### src/rtl/fe_init_pkg.sv
package fe_init_pkg;
    localparam int unsigned NSTG       = 5;
    localparam int unsigned STG_W      = $clog2(NSTG);
    localparam int unsigned STG_CLRERR = NSTG - 1;

    typedef enum logic [1:0] {
        SQ_IDLE,
        SQ_RUN,
        SQ_DONE,
        SQ_FAIL
    } seq_state_e;

    typedef struct packed {
        seq_state_e        state;
        logic [STG_W-1:0]  stg;
        logic              conv_rst;
    } seq_regs_t;
endpackage

### src/rtl/fe_trig_detect.sv
module fe_trig_detect #(
    parameter int unsigned SEL_W = 2
) (
    input  logic             clk,
    input  logic             rst_n,
    input  logic             force_i,
    input  logic             io_en_i,
    input  logic [SEL_W-1:0] sel_i,
    output logic             trig_o,
    output logic             io_rise_o
);
    typedef struct packed {
        logic             io;
        logic [SEL_W-1:0] sel;
    } hist_t;

    hist_t hist_d, hist_q;
    logic  sel_chg;

    always_comb begin
        hist_d.io  = io_en_i;
        hist_d.sel = sel_i;
        io_rise_o  = io_en_i & ~hist_q.io;
        sel_chg    = (sel_i != hist_q.sel);
        trig_o     = force_i | io_rise_o | sel_chg;
    end

    always_ff @(posedge clk or negedge rst_n) begin
        if (!rst_n) begin
            hist_q <= '0;
        end else begin
            hist_q <= hist_d;
        end
    end
endmodule

### src/rtl/fe_stage_timer.sv
module fe_stage_timer #(
    parameter int unsigned LIMIT = 80_000_000
) (
    input  logic clk,
    input  logic rst_n,
    input  logic run_i,
    output logic expired_o
);
    localparam int unsigned CW = $clog2(LIMIT + 1);
    localparam logic [CW-1:0] LAST_CNT = CW'(LIMIT - 1);

    logic [CW-1:0] cnt_d, cnt_q;

    always_comb begin
        cnt_d     = run_i ? cnt_q + 1'b1 : '0;
        expired_o = run_i && (cnt_q == LAST_CNT);
    end

    always_ff @(posedge clk or negedge rst_n) begin
        if (!rst_n) begin
            cnt_q <= '0;
        end else begin
            cnt_q <= cnt_d;
        end
    end
endmodule

### src/rtl/fe_sticky_flags.sv
module fe_sticky_flags #(
    parameter int unsigned N = 2
) (
    input  logic         clk,
    input  logic         rst_n,
    input  logic [N-1:0] set_i,
    input  logic         clr_i,
    output logic [N-1:0] flag_o
);
    logic [N-1:0] flag_d, flag_q;

    for (genvar g = 0; g < N; g++) begin : g_flag
        always_comb begin
            flag_d[g] = clr_i ? 1'b0 : (flag_q[g] | set_i[g]);
        end
    end

    always_ff @(posedge clk or negedge rst_n) begin
        if (!rst_n) begin
            flag_q <= '0;
        end else begin
            flag_q <= flag_d;
        end
    end

    assign flag_o = flag_q;
endmodule

### src/rtl/fe_init_seq.sv
module fe_init_seq
    import fe_init_pkg::*;
#(
    parameter int unsigned SEL_W         = 2,
    parameter int unsigned STAGE_TIMEOUT = 80_000_000,
    parameter int unsigned NCONV         = 2
) (
    input  logic             clk,
    input  logic             rst_n,
    input  logic             force_init_i,
    input  logic             io_enable_i,
    input  logic [SEL_W-1:0] clk_sel_i,
    output logic [NSTG-1:0]  stage_req_o,
    input  logic [NSTG-1:0]  stage_ack_i,
    input  logic [NCONV-1:0] window_narrow_i,
    input  logic             pll_locked_i,
    output logic             init_done_o,
    output logic             stage_fail_o,
    output logic [NCONV-1:0] conv_err_o,
    output logic             pll_unlocked_o,
    output logic             mod_clk_en_o,
    output logic             conv_reg_reset_o
);
    localparam logic [STG_W-1:0] LAST_STG = STG_W'(STG_CLRERR);

    seq_regs_t regs_d, regs_q;
    logic      trig, io_rise, expired, ack_cur, last_ack, run_timer, pll_set;
    logic [0:0] unlock_flag;

    fe_trig_detect #(.SEL_W(SEL_W)) i_trig (
        .clk       (clk),
        .rst_n     (rst_n),
        .force_i   (force_init_i),
        .io_en_i   (io_enable_i),
        .sel_i     (clk_sel_i),
        .trig_o    (trig),
        .io_rise_o (io_rise)
    );

    always_comb begin
        ack_cur   = (regs_q.state == SQ_RUN) && stage_ack_i[regs_q.stg];
        last_ack  = ack_cur && (regs_q.stg == LAST_STG);
        run_timer = (regs_q.state == SQ_RUN) && !ack_cur && !trig;
        pll_set   = (regs_q.state == SQ_DONE) && !pll_locked_i;
    end

    fe_stage_timer #(.LIMIT(STAGE_TIMEOUT)) i_timer (
        .clk       (clk),
        .rst_n     (rst_n),
        .run_i     (run_timer),
        .expired_o (expired)
    );

    always_comb begin
        regs_d          = regs_q;
        regs_d.conv_rst = io_rise;
        if (trig) begin
            regs_d.state = SQ_RUN;
            regs_d.stg   = '0;
        end else begin
            unique case (regs_q.state)
                SQ_RUN: begin
                    if (ack_cur) begin
                        if (regs_q.stg == LAST_STG) begin
                            regs_d.state = SQ_DONE;
                        end else begin
                            regs_d.stg = regs_q.stg + 1'b1;
                        end
                    end else if (expired) begin
                        regs_d.state = SQ_FAIL;
                    end
                end
                default: regs_d.state = regs_q.state;
            endcase
        end
    end

    always_ff @(posedge clk or negedge rst_n) begin
        if (!rst_n) begin
            regs_q <= '{state: SQ_IDLE, stg: '0, conv_rst: 1'b0};
        end else begin
            regs_q <= regs_d;
        end
    end

    always_comb begin
        stage_req_o = '0;
        if (regs_q.state == SQ_RUN) begin
            stage_req_o[regs_q.stg] = 1'b1;
        end
    end

    fe_sticky_flags #(.N(NCONV)) i_conv_err (
        .clk    (clk),
        .rst_n  (rst_n),
        .set_i  (window_narrow_i),
        .clr_i  (last_ack),
        .flag_o (conv_err_o)
    );

    fe_sticky_flags #(.N(1)) i_unlock (
        .clk    (clk),
        .rst_n  (rst_n),
        .set_i  (pll_set),
        .clr_i  (trig),
        .flag_o (unlock_flag)
    );

    assign pll_unlocked_o   = unlock_flag[0];
    assign init_done_o      = (regs_q.state == SQ_DONE);
    assign stage_fail_o     = (regs_q.state == SQ_FAIL);
    assign mod_clk_en_o     = init_done_o & ~pll_unlocked_o;
    assign conv_reg_reset_o = regs_q.conv_rst;
endmodule

### config.mk
export PLATFORM = sky130hd
export DESIGN_NAME = fe_init_seq
export DESIGN_NICKNAME = d
export VERILOG_FILES = /design/src/rtl/fe_init_pkg.sv /design/src/rtl/fe_trig_detect.sv /design/src/rtl/fe_stage_timer.sv /design/src/rtl/fe_sticky_flags.sv /design/src/rtl/fe_init_seq.sv
export SDC_FILE = /design/constraint.sdc
export NUM_CORES = 1
export LEC_CHECK = 0
export BUFFER_PORTS_ARGS = -buffer_cell sky130_fd_sc_hd__buf_2
export CORE_MARGIN = 2
export CORE_UTILIZATION = 50
export CTS_BUF_LIST = sky130_fd_sc_hd__clkbuf_16
export DETAILED_ROUTE_END_ITERATION = 12
export GPL_ROUTABILITY_DRIVEN = 0
export PLACE_DENSITY = 0.72
export SYNTH_ARGS = -nofsm -noshare
export SYNTH_HDL_FRONTEND = slang
export SYNTH_SLANG_ARGS = --single-unit
export TNS_END_PERCENT = 30
### constraint.sdc
create_clock -name clk -period 3.9 [get_ports clk]
set_input_delay 0.78 -clock clk [delete_from_list [all_inputs] [get_ports clk]]
set_output_delay 0.78 -clock clk [all_outputs]
set_load 0.005 [all_outputs]
After elaboration in Yosys (flattened, before gate mapping):

Cells that the tools add are included.

* add/subtract/negate cells: 2
* order comparisons: 2
* eq/ne operators: 8
* muxes and demuxes: 17
* bitwise gates (word level): 9
* reductions and logical operators: 15

Operators by type and width (number)
* adder 27 x 1 -> 27 bit, second input constant: 1
* == test 27 bit, second input constant: 1
* two-way mux 27 bit: 1
* two-way mux 5 bit: 2
* two-way mux 3 bit: 3
* two-way mux 2 bit: 4
* logical AND 1 bit: 7
* AND reduction 3 bit: 2
* two-way mux 1 bit: 5
* OR 1 bit: 5
* == test 2 bit, second input constant: 2
* < comparator 3 x 4 -> 1 bit, second input constant: 1
* nonzero test 2 bit: 2
* adder 3 x 1 -> 3 bit, second input constant: 1
* binary-select mux 1 bit (select 3 bit): 1
* demux 1 bit (select 3 bit): 1
* == test 3 bit, second input constant: 1
* greater-or-equal comparator 3 x 1 -> 1 bit, second input constant: 1
* zero test 1 bit: 3
* inequality test 3 x 1 -> 1 bit, second input constant: 1
* nonzero test 3 bit: 1
* AND 1 bit: 2
* == test 2 x 1 -> 1 bit, second input constant: 1
* inequality test 2 x 1 -> 1 bit, second input constant: 1
* other kinds (2): 3

* flip-flop bits (word level): 39
* output and inout bits: 12
* logic and storage cells: 61

Logic depth before layout (Yosys ltp):

* depth in word-level cells: 11
* gate-level depth with buffers: 7
* depth with buffers taken out: 6

By module:

From an unflattened synthesis, not the netlist that was laid out.

* cells, all modules: 214
* area total of the unflattened synthesis: 2108.3 sq um

By module, submodules not included
* fe_stage_timer: instances 1, cells an instance 150, area an instance 1428.9 sq um, seq. area each 675.6 sq um
* fe_init_seq: instances 1, cells an instance 51, area an instance 456.7 sq um, seq. area each 150.1 sq um
* fe_trig_detect: instances 1, cells an instance 7, area an instance 117.6 sq um, seq. area each 75.1 sq um
* fe_sticky_flags at i_conv_err: instances 1, cells an instance 4, area an instance 70.1 sq um, seq. area each 50.0 sq um
* fe_sticky_flags at i_unlock: instances 1, cells an instance 2, area an instance 35.0 sq um, seq. area each 25.0 sq um

Worst setup path before layout:

OpenSTA, ideal clock, no wires.

* kind: input -> register
* start point: input io_enable_i
* end point: register regs_q[5]
* arrival: 2.113 ns
* required time: 3.790 ns
* path slack: 1.677 ns
* stages on the path: 4
* buffers on the path: 0
* cell sequence: nor2b_1 -> nor4_2 -> nand4_2 -> o41ai_1

* word-level cells in the longest chain between the ends: 8

Ends and longest elaborated chain
* start: declaration: line fe_init_seq.sv:11 `input logic io_enable_i,`
* AND 1 bit *: line fe_trig_detect.sv:23 `io_rise_o = io_en_i & ~hist_q.io;`
* OR 1 bit * (2 in a row): line fe_trig_detect.sv:25 `trig_o = force_i | io_rise_o | sel_chg;`
* zero test 1 bit: line fe_init_seq.sv:43 `run_timer = (regs_q.state == SQ_RUN) && !ack_cur && !trig;`
* logical AND 1 bit: line fe_init_seq.sv:43
* logical AND 1 bit: line fe_stage_timer.sv:16 `expired_o = run_i && (cnt_q == LAST_CNT);`
* nonzero test 3 bit (no source line)
* AND reduction 3 bit (no source line)
* end signal: assignment: line fe_init_seq.sv:80 `regs_q <= '{state: SQ_IDLE, stg: '0, conv_rst: 1'b0};`
* end signal: assignment: line fe_init_seq.sv:82 `regs_q <= regs_d;`
* end: declaration: line fe_init_seq.sv:26 `seq_regs_t regs_d, regs_q;`

Mark *: on every way between the ends. The rest lies on a longest branch, timed or not.
A chain may end at the register's enable or synchronous reset.

Worst setup path in the final report:

* start point: register regs_q[1]
* end point: output stage_req_o[4]

* word-level cells in the longest chain between the ends: 5

Ends and longest elaborated chain
* < comparator 3 x 4 -> 1 bit (implied by the code) or greater-or-equal comparator 3 x 1 -> 1 bit (tied branches): line fe_init_seq.sv:89 `stage_req_o[regs_q.stg] = 1'b1;`
* logical AND 1 bit (implied by the code): line fe_init_seq.sv:89
* two-way mux 1 bit (implied by the code): line fe_init_seq.sv:89
* demux 1 bit (select 3 bit) *: line fe_init_seq.sv:89
* two-way mux 5 bit *: line fe_init_seq.sv:88 `if (regs_q.state == SQ_RUN) begin`
* end: declaration: line fe_init_seq.sv:13 `output logic [NSTG-1:0] stage_req_o,`

Marks and branches as above.

==> flow_summary.json <==
{
  "run_status": "finished clean",
  "grt_pass1_wl_mm": 6.20,
  "ir_worst_vdd_v": 0.000273,
  "reg_area_um2": 976,
  "drive_above_1_share": 0.181,
  "grt_total_usage": 0.185,
  "tritoncts": "built",
  "area.growth.synth_to_final_pct": 15.0,
  "cts-root-to-sink-buffers": 2,
  "antenna_cells_inserted": 0,
  "max_clock_freq_mhz": 428,
  "layout.cells.most_common": "sky130_fd_sc_hd__dfrtp_1",
  "num_vias": 1609,
  "synthesis.instances": 210,
  "synthesis.area_per_instance_um2": 9.65,
  "post_cts_buffers": 0,
  "synth-edff-count": 0,
  "multi_input_area_um2": 981,
  "dr_wl_met3_um": 200,
  "floorplan.initialDensity": 0.514,
  "core.rowCount": 23,
  "critical_path.startpoint_type": "register",
  "postCtsResizedCells": 0,
  "timing.final.hold_violations": 0,
  "placedInstanceArea_mm2": 0.00219,
  "pin_count": 26,
  "final_max_slew_viol_count": 0,
  "synth_fp_nets": 227,
  "synth_ff_type": "sky130_fd_sc_hd__dfrtp_1",
  "crit_path_end_kind": "output port",
  "layout_min_cycle_time_ns": 2.34,
  "placeableCoreArea_mm2": 0.00394,
  "synth.ff_latch_count": 39,
  "synth.lib_cells_used.distinct": 38,
  "ant_nets": 0,
  "wirelength_mm": 3.68,
  "power_density_mw_per_mm2": 355,
  "postCtsHoldBufs": 0,
  "grt_max_degree": 40,
  "total_nets_final": 253,
  "rsz_0062_raised_after_global_routing": "no",
  "final_design_area_no_fill_mm2": 0.00233,
  "yosys_synthesis_warning_count": 0,
  "tritoncts.num_buffers": 5,
  "most_frequent_cells_in_the_layout": "39 x sky130_fd_sc_hd__dfrtp_1, 25 x sky130_fd_sc_hd__buf_2, 23 x sky130_fd_sc_hd__nor2_1",
  "via_per_inst": 5.61,
  "drv_cap": 0,
  "synth_async_sr_flop_share": 1.00,
  "dp_worst_setup_slack_ns": 1.49,
  "holdCritPathClass": "reg2reg",
  "met2_length_mm": 1.68,
  "clkTransAtPathRegs_ns": 0.05,
  "layout.filler_cells": 342,
  "cp_data_arrival_time_ns": 1.56,
  "ctsRootBufferMaster": "sky130_fd_sc_hd__clkbuf_16",
  "drt-met1-wl_mm": 1.73,
  "max_slew.worst_pin.slew_ns": 0.836,
  "dr.pass1.iters": 4,
  "setup_violations": 0,
  "slew_headroom": 0.443,
  "grt.overflow.total": 0,
  "x_dimension_of_the_die_um": 67.7,
  "io_buffers": 25,
  "dieArea_mm2": 0.00458,
  "remaining_drc_errors": 0,
  "grt_pass1_vias": 1415,
  "p_leak_nw": 0.989,
  "tritoncts_num_sinks": 39,
  "fin_ws_ns": 1.56,
  "insertion_delay_ns": 0.28,
  "cts.htree.levels": 2,
  "antenna_found_initial": 0,
  "worst_clock_skew_ns": 0.00616,
  "netlist_area_mm2": 0.00203,
  "type_of_the_worst_setup_path": "reg2out",
  "final.period_utilization": 0.599,
  "place.detailed.hpwl_mm": 2.60,
  "first_iter_violations": 124,
  "setup-tns-final_ns": 0,
  "synth-seq-area-share": 0.481,
  "die_height_um": 67.7,
  "worstPathMaxFanout": 6,
  "mean_routed_wirelength_per_cell_um": 12.8,
  "worst_hold_slack_ns": 0.418,
  "cp_data_required_time_ns": 3.12,
  "top_layer_used": "met4"
}
==> worst max-delay path, stage by stage, from the launching register on <==
cell                      delay (ns)
sky130_fd_sc_hd__dfrtp_1        0.44
sky130_fd_sc_hd__or3b_2         0.51
sky130_fd_sc_hd__nor3b_1        0.19
sky130_fd_sc_hd__buf_2          0.14
==> cells in the mapped netlist, drive strengths merged (2+ instances only) <==
cell | count | area share
buf | 3 | 0.010
o31ai | 8 | 0.030
nand3 | 14 | 0.037
a21oi | 13 | 0.032
nor2b | 5 | 0.015
or4 | 9 | 0.033
and3 | 5 | 0.015
nand2 | 13 | 0.024
nor4 | 7 | 0.025
inv | 8 | 0.015
dfrtp | 39 | 0.48
ha | 3 | 0.019
xnor2 | 7 | 0.030
nor3 | 3 | 0.0074
nand4 | 10 | 0.037
mux2i | 2 | 0.0099
clkbuf | 5 | 0.0093
nor2 | 23 | 0.043
and2 | 2 | 0.0062
mux2 | 2 | 0.011
or3 | 5 | 0.016
o21ai | 5 | 0.012
and4 | 2 | 0.0093
xor2 | 9 | 0.039
==> report_power, final <==
part	total (mW)	internal (mW)	leakage (nW)	switching, mW
Clock	0.386	0.233	0.0710	0.153
Sequential	0.410	0.408	0.521	0.00190
Combinational	0.0321	0.0124	0.397	0.0198
Total	0.828	0.653	0.989	0.175
==> state kept, by name, summed over array words and instances, names as in the netlist <==
signal	flops
conv_reg_reset_o	1
i_trig.hist_q	3
i_conv_err.flag_o	2
regs_q	5
i_unlock.flag_o	1
i_timer.cnt_q	27
==> path summary, 6_finish.rpt <==
path	slack [ns]	start	end	cells after the start
min reg2reg	0.42	i_trig.hist_q[2]	conv_reg_reset_o	1
max in group asynchronous	2.78	rst_n	i_timer.cnt_q[11]	1
max reg2reg	1.74	regs_q[2]	regs_q[5]	4
min	0.42	i_trig.hist_q[2]	conv_reg_reset_o	1
max	1.56	regs_q[1]	stage_req_o[4]	3
min in group asynchronous	0.60	rst_n	i_trig.hist_q[1]	1
==> layer usage <==
metal	global-route usage	vias up
met5	0	-
met3	0.0600	6
li1	-	813
met2	0.289	39
met1	0.235	751
met4	0.0765	0
==> per-stage QoR <==
step	std cells	power (mW)	utilization
final	287	0.828	0.591
after global routing	287	0.859	0.591
after CTS	287	0.840	0.591
after detailed placement	279	0.450	0.555
after global placement	279	0.450	0.555
after floorplan	210	0.431	-
==> area by class of cell <==
cell class / count / share of cell area
Multi-Input combinational cell: 155 / 0.421
Sequential cell: 39 / 0.419
Timing Repair Buffer: 27 / 0.0601
Clock buffer: 5 / 0.0537
Tap cell: 50 / 0.0268
Inverter: 8 / 0.0129
Clock inverter: 3 / 0.00698
==> cell families after synthesis <==
logic type | count (synthesis) | synth area share
compound gates | 31 | 0.0944
flops | 39 | 0.481
xor+xnor | 16 | 0.0691
simple gates | 101 | 0.281
mux | 4 | 0.0210
buf+inv | 16 | 0.0346
fa+ha+maj | 3 | 0.0185
Power figures use the tool's default switching activity.
